$ cat config.mk
export PLATFORM = sky130hd
export DESIGN_NAME = evt_chan_array
export DESIGN_NICKNAME = d
export VERILOG_FILES = /design/src/rtl/evt_pkg.sv /design/src/rtl/evt_src_mux.sv /design/src/rtl/evt_combine.sv /design/src/rtl/evt_chan_array.sv
export SDC_FILE = /design/constraint.sdc
export NUM_CORES = 1
export LEC_CHECK = 0
export ABC_AREA = 1
export CAP_MARGIN = 20
export CELL_PAD_IN_SITES_DETAIL_PLACEMENT = 1
export CELL_PAD_IN_SITES_GLOBAL_PLACEMENT = 1
export CORE_MARGIN = 3
export CORE_UTILIZATION = 34
export CTS_CLUSTER_DIAMETER = 100
export CTS_CLUSTER_SIZE = 20
export DETAILED_ROUTE_END_ITERATION = 6
export PLACE_DENSITY = 0.89
export SYNTH_ARGS = -nofsm -noshare
export SYNTH_HDL_FRONTEND = slang
export SYNTH_SLANG_ARGS = --single-unit
$ cat constraint.sdc
create_clock -name clk -period 2.95 [get_ports clk]
set_clock_uncertainty 0.1 [all_clocks]
set_input_delay 0.59 -clock clk [delete_from_list [all_inputs] [get_ports clk]]
set_output_delay 0.59 -clock clk [all_outputs]
set_load 0.05 [all_outputs]
$ cat src/rtl/evt_pkg.sv
package evt_pkg;

    // Per-channel stage enables, applied in field order: AND, then OR, then invert.
    typedef struct packed {
        logic and_next;
        logic or_prev;
        logic invert;
    } comb_cfg_t;

    function automatic int sel_width(input int nprod, input int nch);
        return $clog2(nprod + nch + 1);
    endfunction

    function automatic int next_idx(input int i, input int n);
        return (i == n - 1) ? 0 : i + 1;
    endfunction

    function automatic int prev_idx(input int i, input int n);
        return (i == 0) ? n - 1 : i - 1;
    endfunction

endpackage

$ cat src/rtl/evt_src_mux.sv
module evt_src_mux #(
    parameter int NPROD = 16,
    parameter int NCH   = 8,
    parameter int SEL_W = 5
) (
    input  logic [SEL_W-1:0] sel,
    input  logic [NPROD-1:0] prod,
    input  logic [NCH-1:0]   chan,
    output logic             src
);
    // Decoded select: code 0 and any code with no match leave the source at 0.
    always_comb begin
        src = 1'b0;
        for (int p = 0; p < NPROD; p++) begin
            if (sel == SEL_W'(p + 1)) src = prod[p];
        end
        for (int c = 0; c < NCH; c++) begin
            if (sel == SEL_W'(NPROD + 1 + c)) src = chan[c];
        end
    end
endmodule

$ cat src/rtl/evt_combine.sv
module evt_combine
    import evt_pkg::*;
(
    input  logic      src,
    input  logic      nbr_next,
    input  logic      nbr_prev,
    input  comb_cfg_t cfg,
    output logic      y
);
    logic after_and;
    logic after_or;

    always_comb begin
        after_and = cfg.and_next ? (src & nbr_next) : src;
        after_or  = cfg.or_prev  ? (after_and | nbr_prev) : after_and;
        y         = cfg.invert   ? ~after_or : after_or;
    end
endmodule

$ cat src/rtl/evt_chan_array.sv
module evt_chan_array
    import evt_pkg::*;
#(
    parameter int NPROD = 16,
    parameter int NCH   = 8,
    parameter int SEL_W = sel_width(NPROD, NCH)
) (
    input  logic                 clk,
    input  logic                 rst,
    input  logic [NPROD-1:0]     prod_i,
    input  logic [NCH*SEL_W-1:0] sel_i,
    input  logic [NCH-1:0]       and_next_i,
    input  logic [NCH-1:0]       or_prev_i,
    input  logic [NCH-1:0]       invert_i,
    output logic [NCH-1:0]       chan_o
);
    localparam int MAX_CODE = NPROD + NCH;

    logic [NCH-1:0] chan_q;
    logic [NCH-1:0] chan_d;

    assign chan_o = chan_q;

    for (genvar i = 0; i < NCH; i++) begin : g_ch
        localparam int NX = next_idx(i, NCH);
        localparam int PV = prev_idx(i, NCH);

        logic             src;
        comb_cfg_t        cfg;
        logic [SEL_W-1:0] sel;

        assign sel = sel_i[i*SEL_W +: SEL_W];
        assign cfg = '{and_next: and_next_i[i], or_prev: or_prev_i[i], invert: invert_i[i]};

        evt_src_mux #(.NPROD(NPROD), .NCH(NCH), .SEL_W(SEL_W)) u_mux (
            .sel  (sel),
            .prod (prod_i),
            .chan (chan_q),
            .src  (src)
        );

        evt_combine u_comb (
            .src      (src),
            .nbr_next (chan_q[NX]),
            .nbr_prev (chan_q[PV]),
            .cfg      (cfg),
            .y        (chan_d[i])
        );

        p_off_zero_r2: assert property (@(posedge clk) disable iff (rst)
            (sel == '0 && !and_next_i[i] && !or_prev_i[i] && !invert_i[i]) |=> !chan_o[i]);

        p_range_off_r5: assert property (@(posedge clk) disable iff (rst)
            (int'(sel) > MAX_CODE && !and_next_i[i] && !or_prev_i[i] && !invert_i[i]) |=> !chan_o[i]);

        p_and_next_r6: assert property (@(posedge clk) disable iff (rst)
            (and_next_i[i] && !or_prev_i[i] && !invert_i[i] && !chan_o[NX]) |=> !chan_o[i]);

        p_or_prev_r7: assert property (@(posedge clk) disable iff (rst)
            (or_prev_i[i] && !invert_i[i] && chan_o[PV]) |=> chan_o[i]);

        p_order_r8: assert property (@(posedge clk) disable iff (rst)
            (and_next_i[i] && or_prev_i[i] && !invert_i[i] && !chan_o[NX] && !chan_o[PV]) |=> !chan_o[i]);

        p_invert_r9: assert property (@(posedge clk) disable iff (rst)
            (sel == '0 && !and_next_i[i] && !or_prev_i[i] && invert_i[i]) |=> chan_o[i]);
    end

    always_ff @(posedge clk) begin
        if (rst) chan_q <= '0;
        else     chan_q <= chan_d;
    end

    p_reset_clear_r1: assert property (@(posedge clk) rst |=> chan_o == '0);

endmodule

After elaboration in Yosys (flattened, before gate mapping)
Index checks and enable logic that the tools add are counted.

Bits in registers: 8. Bits in latches: 0. RAM bits: 0. ROM bits: 0. Output and inout port bits: 8. Logic and storage cells: 433. Memories kept: 0.

$add $sub $neg: 0. Multiply operators: 0. Divide/modulo/power cells: 0. Order comparisons: 0. Eq/ne operators: 192. Shift operators: 0. Multiplexer cells: 216. Bitwise operators: 24. Reductions and logical operators: 0.

Operator list (number): 5-bit == test, second input constant (72); 5-bit by 4-bit == test with 1-bit output, second input constant (64); 1-bit 2-to-1 mux (216); 5-bit by 3-bit == test with 1-bit output, second input constant (32); 5-bit by 2-bit == test with 1-bit output, second input constant (16); 5-bit by 1-bit == test with 1-bit output, second input constant (8); 1-bit bitwise AND (8); 1-bit NOT (8); 1-bit OR (8).

Depth between registers and ports, before layout
Gate-level depths: netlist (run 1).

Depth after elaboration: 31. Mapped depth: 23. Mapped depth without buffers: 23.

Hierarchy
From an unflattened synthesis (run 1), not the netlist that was laid out.

Cell total of the unflattened synthesis: 689. Area total of the unflattened synthesis: 3524.6 um^2.

Modules (own cells, without submodules): evt_src_mux (instances 8, cells each 74, area an instance 376.6 um^2, seq. area each 0.0 um^2); evt_combine (instances 8, cells each 9, area an instance 35.0 um^2, seq. area each 0.0 um^2); evt_chan_array (instances 1, cells each 25, area an instance 231.5 um^2, seq. area each 160.2 um^2).

Least setup slack after synthesis (run 1)
No wires, ideal clock.

Kind: input-to-reg. Start: in sel_i[16]. End: reg chan_q[3] (netlist: chan_o[3]). Setup time: 115 ps. Data arrival time: 1956 ps. Data required time: 2735 ps. Path slack: 780 ps. Cell stages on the path: 21. Path through: buf_4 -> inv_1 -> nand2_2 -> o21ai_0 -> nor2_1 -> nand3_1 -> nand4_1 -> nand2_1 -> nand2_1 -> nand2_1 -> nand4_1 -> nor2_1 -> nand4_1 -> nand2_1 -> nand2_1 -> nand2_1 -> nand2_1 -> nand2_1 -> nand3_1 -> nand2_1 -> nor2_1.

Word-level cells in the longest chain between the ends: 31. Elaborated cells on any way between the ends: 54. Those cells by class: 24 x eq/ne; 27 x mux; 3 x bitwise.

Ends and longest elaborated chain: from (decl) (RTL line evt_chan_array.sv:11) `input logic [NCH*SEL_W-1:0] sel_i,`; 5-bit by 1-bit == test with 1-bit output (RTL line evt_src_mux.sv:15) `if (sel == SEL_W'(p + 1)) src = prod[p];`; 1-bit 2-to-1 mux (16 in series) (RTL line evt_src_mux.sv:15); 1-bit 2-to-1 mux (7 in series) (RTL line evt_src_mux.sv:18) `if (sel == SEL_W'(NPROD + 1 + c)) src = chan[c];`; 1-bit 2-to-1 mux (*) (RTL line evt_src_mux.sv:18); 1-bit bitwise AND (RTL line evt_combine.sv:14) `after_and = cfg.and_next ? (src & nbr_next) : src;`; 1-bit 2-to-1 mux (*) (RTL line evt_combine.sv:14); 1-bit OR (RTL line evt_combine.sv:15) `after_or = cfg.or_prev ? (after_and | nbr_prev) : after_and;`; 1-bit 2-to-1 mux (*) (RTL line evt_combine.sv:15); 1-bit NOT (RTL line evt_combine.sv:16) `y = cfg.invert ? ~after_or : after_or;`; 1-bit 2-to-1 mux (*) (RTL line evt_combine.sv:16); to (signal assigned) (RTL line evt_chan_array.sv:71) `else chan_q <= chan_d;`; to (decl) (RTL line evt_chan_array.sv:19) `logic [NCH-1:0] chan_q;`.

Every way passes the cells marked *; elsewhere a longest branch is shown, timed or not. A chain may end at the register's enable or synchronous reset.

Final worst setup path (run 1)
Start: in sel_i[28]. End: reg chan_q[5] (netlist: chan_o[5]).

The elaborated chain is that of the path after synthesis.

==> results of run 1 <==
==> worst min-delay path: stages, from the launching register on <==
cell and delay (ns):
dfxtp_1 0.33, nand2_1 0.12, a21oi_2 0.07, nor2_2 0.11
==> stage by stage <==
stage / hold slack, ns / setup TNS (ns) / setup slack (ns) / utilization / power [mW]
finish: 0.566 / 0 / 0.203 / 0.500 / 1.01
global placement: 0.523 / -0.132 / -0.0761 / 0.491 / 0.821
detailed placement: 0.563 / -0.440 / -0.141 / 0.491 / 0.847
floorplan: 0.445 / 0 / 0.780 / - / 0.505
global route: 0.612 / -0.0279 / -0.0279 / 0.500 / 1.07
CTS: 0.573 / 0 / 0.0995 / 0.495 / 0.986
==> worst max-delay path by stage <==
stage,start,end,slack [ns]
after global routing,sel_i[26],chan_o[5],-0.03
after detailed placement,sel_i[25],chan_o[5],-0.14
after floorplan,sel_i[16],chan_o[3],0.78
final,sel_i[28],chan_o[5],0.20
after global placement,sel_i[16],chan_o[3],-0.08
after CTS,sel_i[25],chan_o[5],0.1
==> final cells by class <==
cell class	count	share of cell area
Multi-Input combinational cell	529	0.542
Timing Repair Buffer	132	0.270
Inverter	139	0.111
Tap cell	129	0.0344
Sequential cell	8	0.0342
Clock buffer	3	0.00881
==> cells in the mapped netlist, types with 3 or more instances <==
cell	n
nor3_1	22
nand3_1	61
inv_1	135
a21oi_1	25
a31oi_1	7
nand4_1	52
nor2_1	90
buf_4	11
nand2_1	195
o31ai_1	5
nor2_4	3
o211ai_1	4
dfxtp_1	8
nor2_2	5
a31o_2	11
nand2_2	4
clkbuf_1	4
buf_2	4
o21ai_0	19
nor4_1	6
o21ai_1	6
==> power by group through the flow <==
stage	sequential [mW]	clock [mW]	combinational (mW)
3_5_place_dp	0.134	0	0.712
6_report	0.133	0.139	0.734
3_3_place_gp	0.134	0	0.687
2_1_floorplan	0.134	0	0.371
4_1_cts	0.133	0.137	0.717
5_1_grt	0.134	0.144	0.789
==> cells by family (layout without fill, tap and decap cells) <==
family	Yosys count	count (layout)	synth area share
AO/OA/AOI/OAI	88	88	0.166
buffers and inverters	160	274	0.197
flip-flops	8	8	0.0481
AND/OR/NAND/NOR	441	441	0.589
==> metal layers <==
| metal | global-route usage | up-vias | wire length, um |
|---|---|---|---|
| li1 | - | 2506 | - |
| met5 | 0 | - | 0 |
| met3 | 0.0309 | 66 | 1400 |
| met4 | 0.107 | 0 | 709 |
| met1 | 0.387 | 2555 | 6970 |
| met2 | 0.515 | 259 | 8050 |
==> what timing repair did <==
action                                  in CTS  in global routing
gates resized for setup                      0                 20
endpoints found under the setup margin       0                  7
endpoints found under the hold margin        0                  0
==> flow_summary.toml, run 1 <==
[worst_setup_path]
path_common_cell = "nand2_1"
arrival_ns = 2.77
slowest_delay_ns = 0.44
rr_worst_depth = 12
critPathBufInv = 3
end_kind = "flip-flop"
startpoint_type = "input pin"
slowest_stage = "clkdlybuf4s50_1"
critical_path_cell_count = 23
cp_cell_sequence = "clkdlybuf4s50_1 -> inv_1 -> nand2_1 -> nor2_2 -> nand2_1 -> nand2_1 -> inv_1 -> nand2_1 -> nand4_1 -> nor2_1 -> nand3_1 -> nand2_1 -> nand4_1 -> nand2_1 -> nand4_1 -> nand2_1 -> nand2_1 -> nand2_1 -> nand2_1 -> nand2_1 -> nand3_1 -> nand2_1 -> nor2_1"
critical_path_required_ns = 2.97
critPathMaxFanout = 5
r2r_slack_ns = 1.08
path_class = "in2reg"
r2r-start = "chan_o[2]"
r2r_end = "chan_o[1]"
crit_family = "simple AND/OR/NAND/NOR gates"

[global_route]
grt_overflow = 0
grt_pass1_wl_um = 27000
grt_max_degree = 12
grt_pass1_vias = 5388
antenna_found_initial = 0
grt_usage = 0.300

[power]
pwr_density_cell_nw_per_um2 = 215
power.leakage_nw = 2.38
power.internal_uw = 483
ir_worst_vdd_uv = 131
seqPwrFrac = 0.132
combPwrFrac = 0.730
p_sw_uw = 523
switching_share = 0.520
pwr-share-clk = 0.138

[clock_tree]
cts-buffers-inserted = 3
cts_setup_buffers = 0
cts_hold_buf = 0
clock_latency_ns = 0.23
cts_tree = "done"
cts_root_buf = "clkbuf_8"
cts_htree_levels = 1
cts_sinks = 8
clk_pin_slew_worst_paths_ns = 0.04
clockBufferDepth = 2

[yosys]
synth.net_count = 779
synthTopCellsByArea = "nand2_1 22%, inv_1 15%, nor2_1 10%"
yosysSeqAreaShare = 0.0481
synth_top_area_share = 0.220
syn_area_sq_um = 3330
synth_seq_cells = 8
ys.flop_type = "dfxtp_1"
synthCells = 697
synthArstFlopShare = 0
synth_edf_count = 0
ys_types = 36
syn_avg_cell_area_sq_um = 4.78
yosysTopAreaCell = "nand2_1"
yosys_warnings = 0

[min_path]
hp-class = "reg2reg"
hold_path_depth = 3
min_from = "chan_o[3]"
hold-path-endpoint = "chan_o[4]"

[floorplan]
core_area_sq_um = 9370
rows = 35
start_util = 0.355
dieArea_sq_um = 11000
die-width_um = 105
io-pin-count = 90
die_h_um = 105

[final_layout]
final_area_sq_um = 4690
layoutNonFillerInstCount = 940
mostFrequentLayoutCells = "194 x nand2_1, 131 x inv_1, 88 x nor2_1"
nets = 895
layout-drive-gt1-share = 0.101
diodes = 0
seq_area_sq_um = 160
largest_register_ffs = 8
syn2layout_area_growth_pct = 40.8
nFillCells = 1411
final_common_cell = "nand2_1"
multi_input_area_sq_um = 2540

[timing]
tightest_slew_ns = 0.599
maxSlewViolCount = 0
finalHoldViolCount = 0
fin_crit_sh = 0.931
min_period_ns = 2.75
fmax_mhz = 364
slew_headroom = 0.600
setup_viol = 0
rsz0062_at_grt = "true"

[job]
maxCapViolations = 0

[routing]
firstDrtPassIters = 5
drc = 0
wl_um = 17100
wl_per_cell_um = 18.2
viasPerCell = 5.73
ant_nets = 0
vias = 5386
drt_iter0_drc = 327

[placement]
routabilityCongestion = 0.988
io_buffers = 89
dp_hpwl_um = 13800
placed_area_sq_um = 4600
dp_cells = 937

[status]
status = "finished, final reports clean"
Power figures use the tool's default switching activity.
==> run 2, diff against run 1 <==
==> constraint.sdc (replaced) <==
create_clock -name clk -period 3.5 [get_ports clk]
set_clock_uncertainty 0.1 [all_clocks]
set_input_delay 0.7 -clock clk [delete_from_list [all_inputs] [get_ports clk]]
set_output_delay 0.7 -clock clk [all_outputs]
set_load 0.05 [all_outputs]
==> run 2 against run 1 <==
Sequential share of layout area rose by 0.26 points. Worst hold slack better by 0.017 ns. Register-to-register slack better by 0.58 ns. First-iteration DRC count decreased by 12%. Largest cell class unchanged. Count of clock-buffer cells in the layout is the same. Cell area down 7.0%. Global-route usage shrank 1.3 points. Non-clock buffer count shrank 34. Utilization decreased by 3.5 points. Largest power group unchanged. Clock power down 15%.
==> flow_summary.toml, run 2 (same netlist as run 1, synthesis figures left out) <==
[global_route]
grt_usage = 0.287
grt_overflow = 0
grt_pass1_vias = 5269
antenna_found_initial = 0
grt_pass1_wl_um = 25900
grt_max_degree = 15

[routing]
wl_met2_um = 7760
drt_iter0_drc = 288
top_layer_used = "met4"
wl_met1_um = 6610
vias = 5152
firstDrtPassIters = 5
ant_nets = 0
wl_um = 16300
drc = 0
wl_met3_um = 1440
wl_per_cell_um = 18.0
viasPerCell = 5.69

[final_layout]
final_common_cell = "nand2_1"
nets = 861
diodes = 0
postLayoutCoreUtil = 0.465
layout-drive-gt1-share = 0.0515
final_area_sq_um = 4360
mostFrequentLayoutCells = "195 x nand2_1, 135 x inv_1, 90 x nor2_1"
syn2layout_area_growth_pct = 30.9
largest_register_ffs = 8
layoutNonFillerInstCount = 906

[placement]
placed_area_sq_um = 4320
dp_cells = 903
io_buffers = 89
routabilityCongestion = 0.993
dp_hpwl_um = 13100

[clock_tree]
cts_htree_levels = 1
clk_pin_slew_worst_paths_ns = 0.05
clock_latency_ns = 0.23
cts-buffers-inserted = 3
cts_setup_buffers = 0
cts_sinks = 8
cts_resized = 0
clockBufferDepth = 2
cts_root_buf = "clkbuf_8"
cts_hold_buf = 0
cts_tree = "done"

[timing]
rsz0062_at_grt = "false"
fmax_mhz = 335
fin_crit_sh = 0.853
min_period_ns = 2.98
maxSlewViolCount = 0
tightest_slew_ns = 0.568
finalHoldViolCount = 0
slew_headroom = 0.620
finalSetupTns_ns = 0
setup_viol = 0

[worst_setup_path]
critical_path_required_ns = 3.53
arrival_ns = 3.01
startpoint_type = "input pin"
rr_worst_depth = 11
critPathMaxFanout = 8
end_kind = "flip-flop"
path_class = "in2reg"

[power]
power.leakage_nw = 2.11
pwr_density_cell_nw_per_um2 = 184
ir_worst_vdd_uv = 95.8

[floorplan]
core_area_sq_um = 9370
die_h_um = 105
die-width_um = 105
start_util = 0.355
rows = 35
dieArea_sq_um = 11000
io-pin-count = 90

[min_path]
hold_path_depth = 3
hp-class = "reg2reg"

[job]
maxCapViolations = 0

[status]
status = "finished, final reports clean"
==> run 2: cell count changes in the layout (fill, tap and decap cells not counted), moves of 2 or more <==
cell and change:
dlymetal6s2s_1 -10, nor2_1 +2, buf_4 -32, inv_2 -4
nor2_4 -2, clkdlybuf4s50_1 +10, buf_12 -2, inv_1 +4
==> run 2: where the power goes <==
group	switching (mW)	internal, mW
registers	0.0206	0.103
clock network	0.0427	0.0751
logic	0.362	0.200
==> run 2: critical path, cell delays in order <==
cell             delay [ns]
clkdlybuf4s50_1        0.63
nand2_1                0.15
inv_2                  0.10
nand2_1                0.07
nor2_1                 0.13
nor2_1                 0.07
nand3_1                0.09
nand4_1                0.08
nand2_1                0.06
nand2_1                0.04
nand2_1                0.06
nand4_1                0.07
nor2_1                 0.11
nand4_1                0.08
nand2_1                0.07
nand2_1                0.06
nand2_1                0.06
nand2_1                0.05
nand2_1                0.12
nand3_1                0.09
nand2_1                0.07
nor2_1                 0.04
==> run 2: per-layer routing <==
metal / track usage / vias to the layer above
li1: - / 2451
met5: 0 / -
met3: 0.0519 / 42
met2: 0.495 / 249
met1: 0.353 / 2410
met4: 0.110 / 0
==> run 2: final cells by class <==
cell class	instances	area [sq um]
Clock buffer	3	41.3
Timing Repair Buffer	98	958
Multi-Input combinational cell	529	2510
Sequential cell	8	160
Tap cell	129	161
Fill cell	1426	5010
Inverter	139	522
==> run 2: metrics by stage <==
stage	power [mW]	setup slack, ns	hold slack [ns]
3_5_place_dp	0.672	0.312	0.558
4_1_cts	0.793	0.557	0.579
6_report	0.804	0.515	0.582
2_1_floorplan	0.426	1.22	0.445
5_1_grt	0.864	0.205	0.622
3_3_place_gp	0.652	0.397	0.542
==> run 2: final timing paths <==
path	to	slack (ns)	from
max	chan_o[3]	0.52	sel_i[16]
min	chan_o[4]	0.58	chan_o[3]
max reg2reg	chan_o[4]	1.66	chan_o[1]
min reg2reg	chan_o[4]	0.58	chan_o[3]
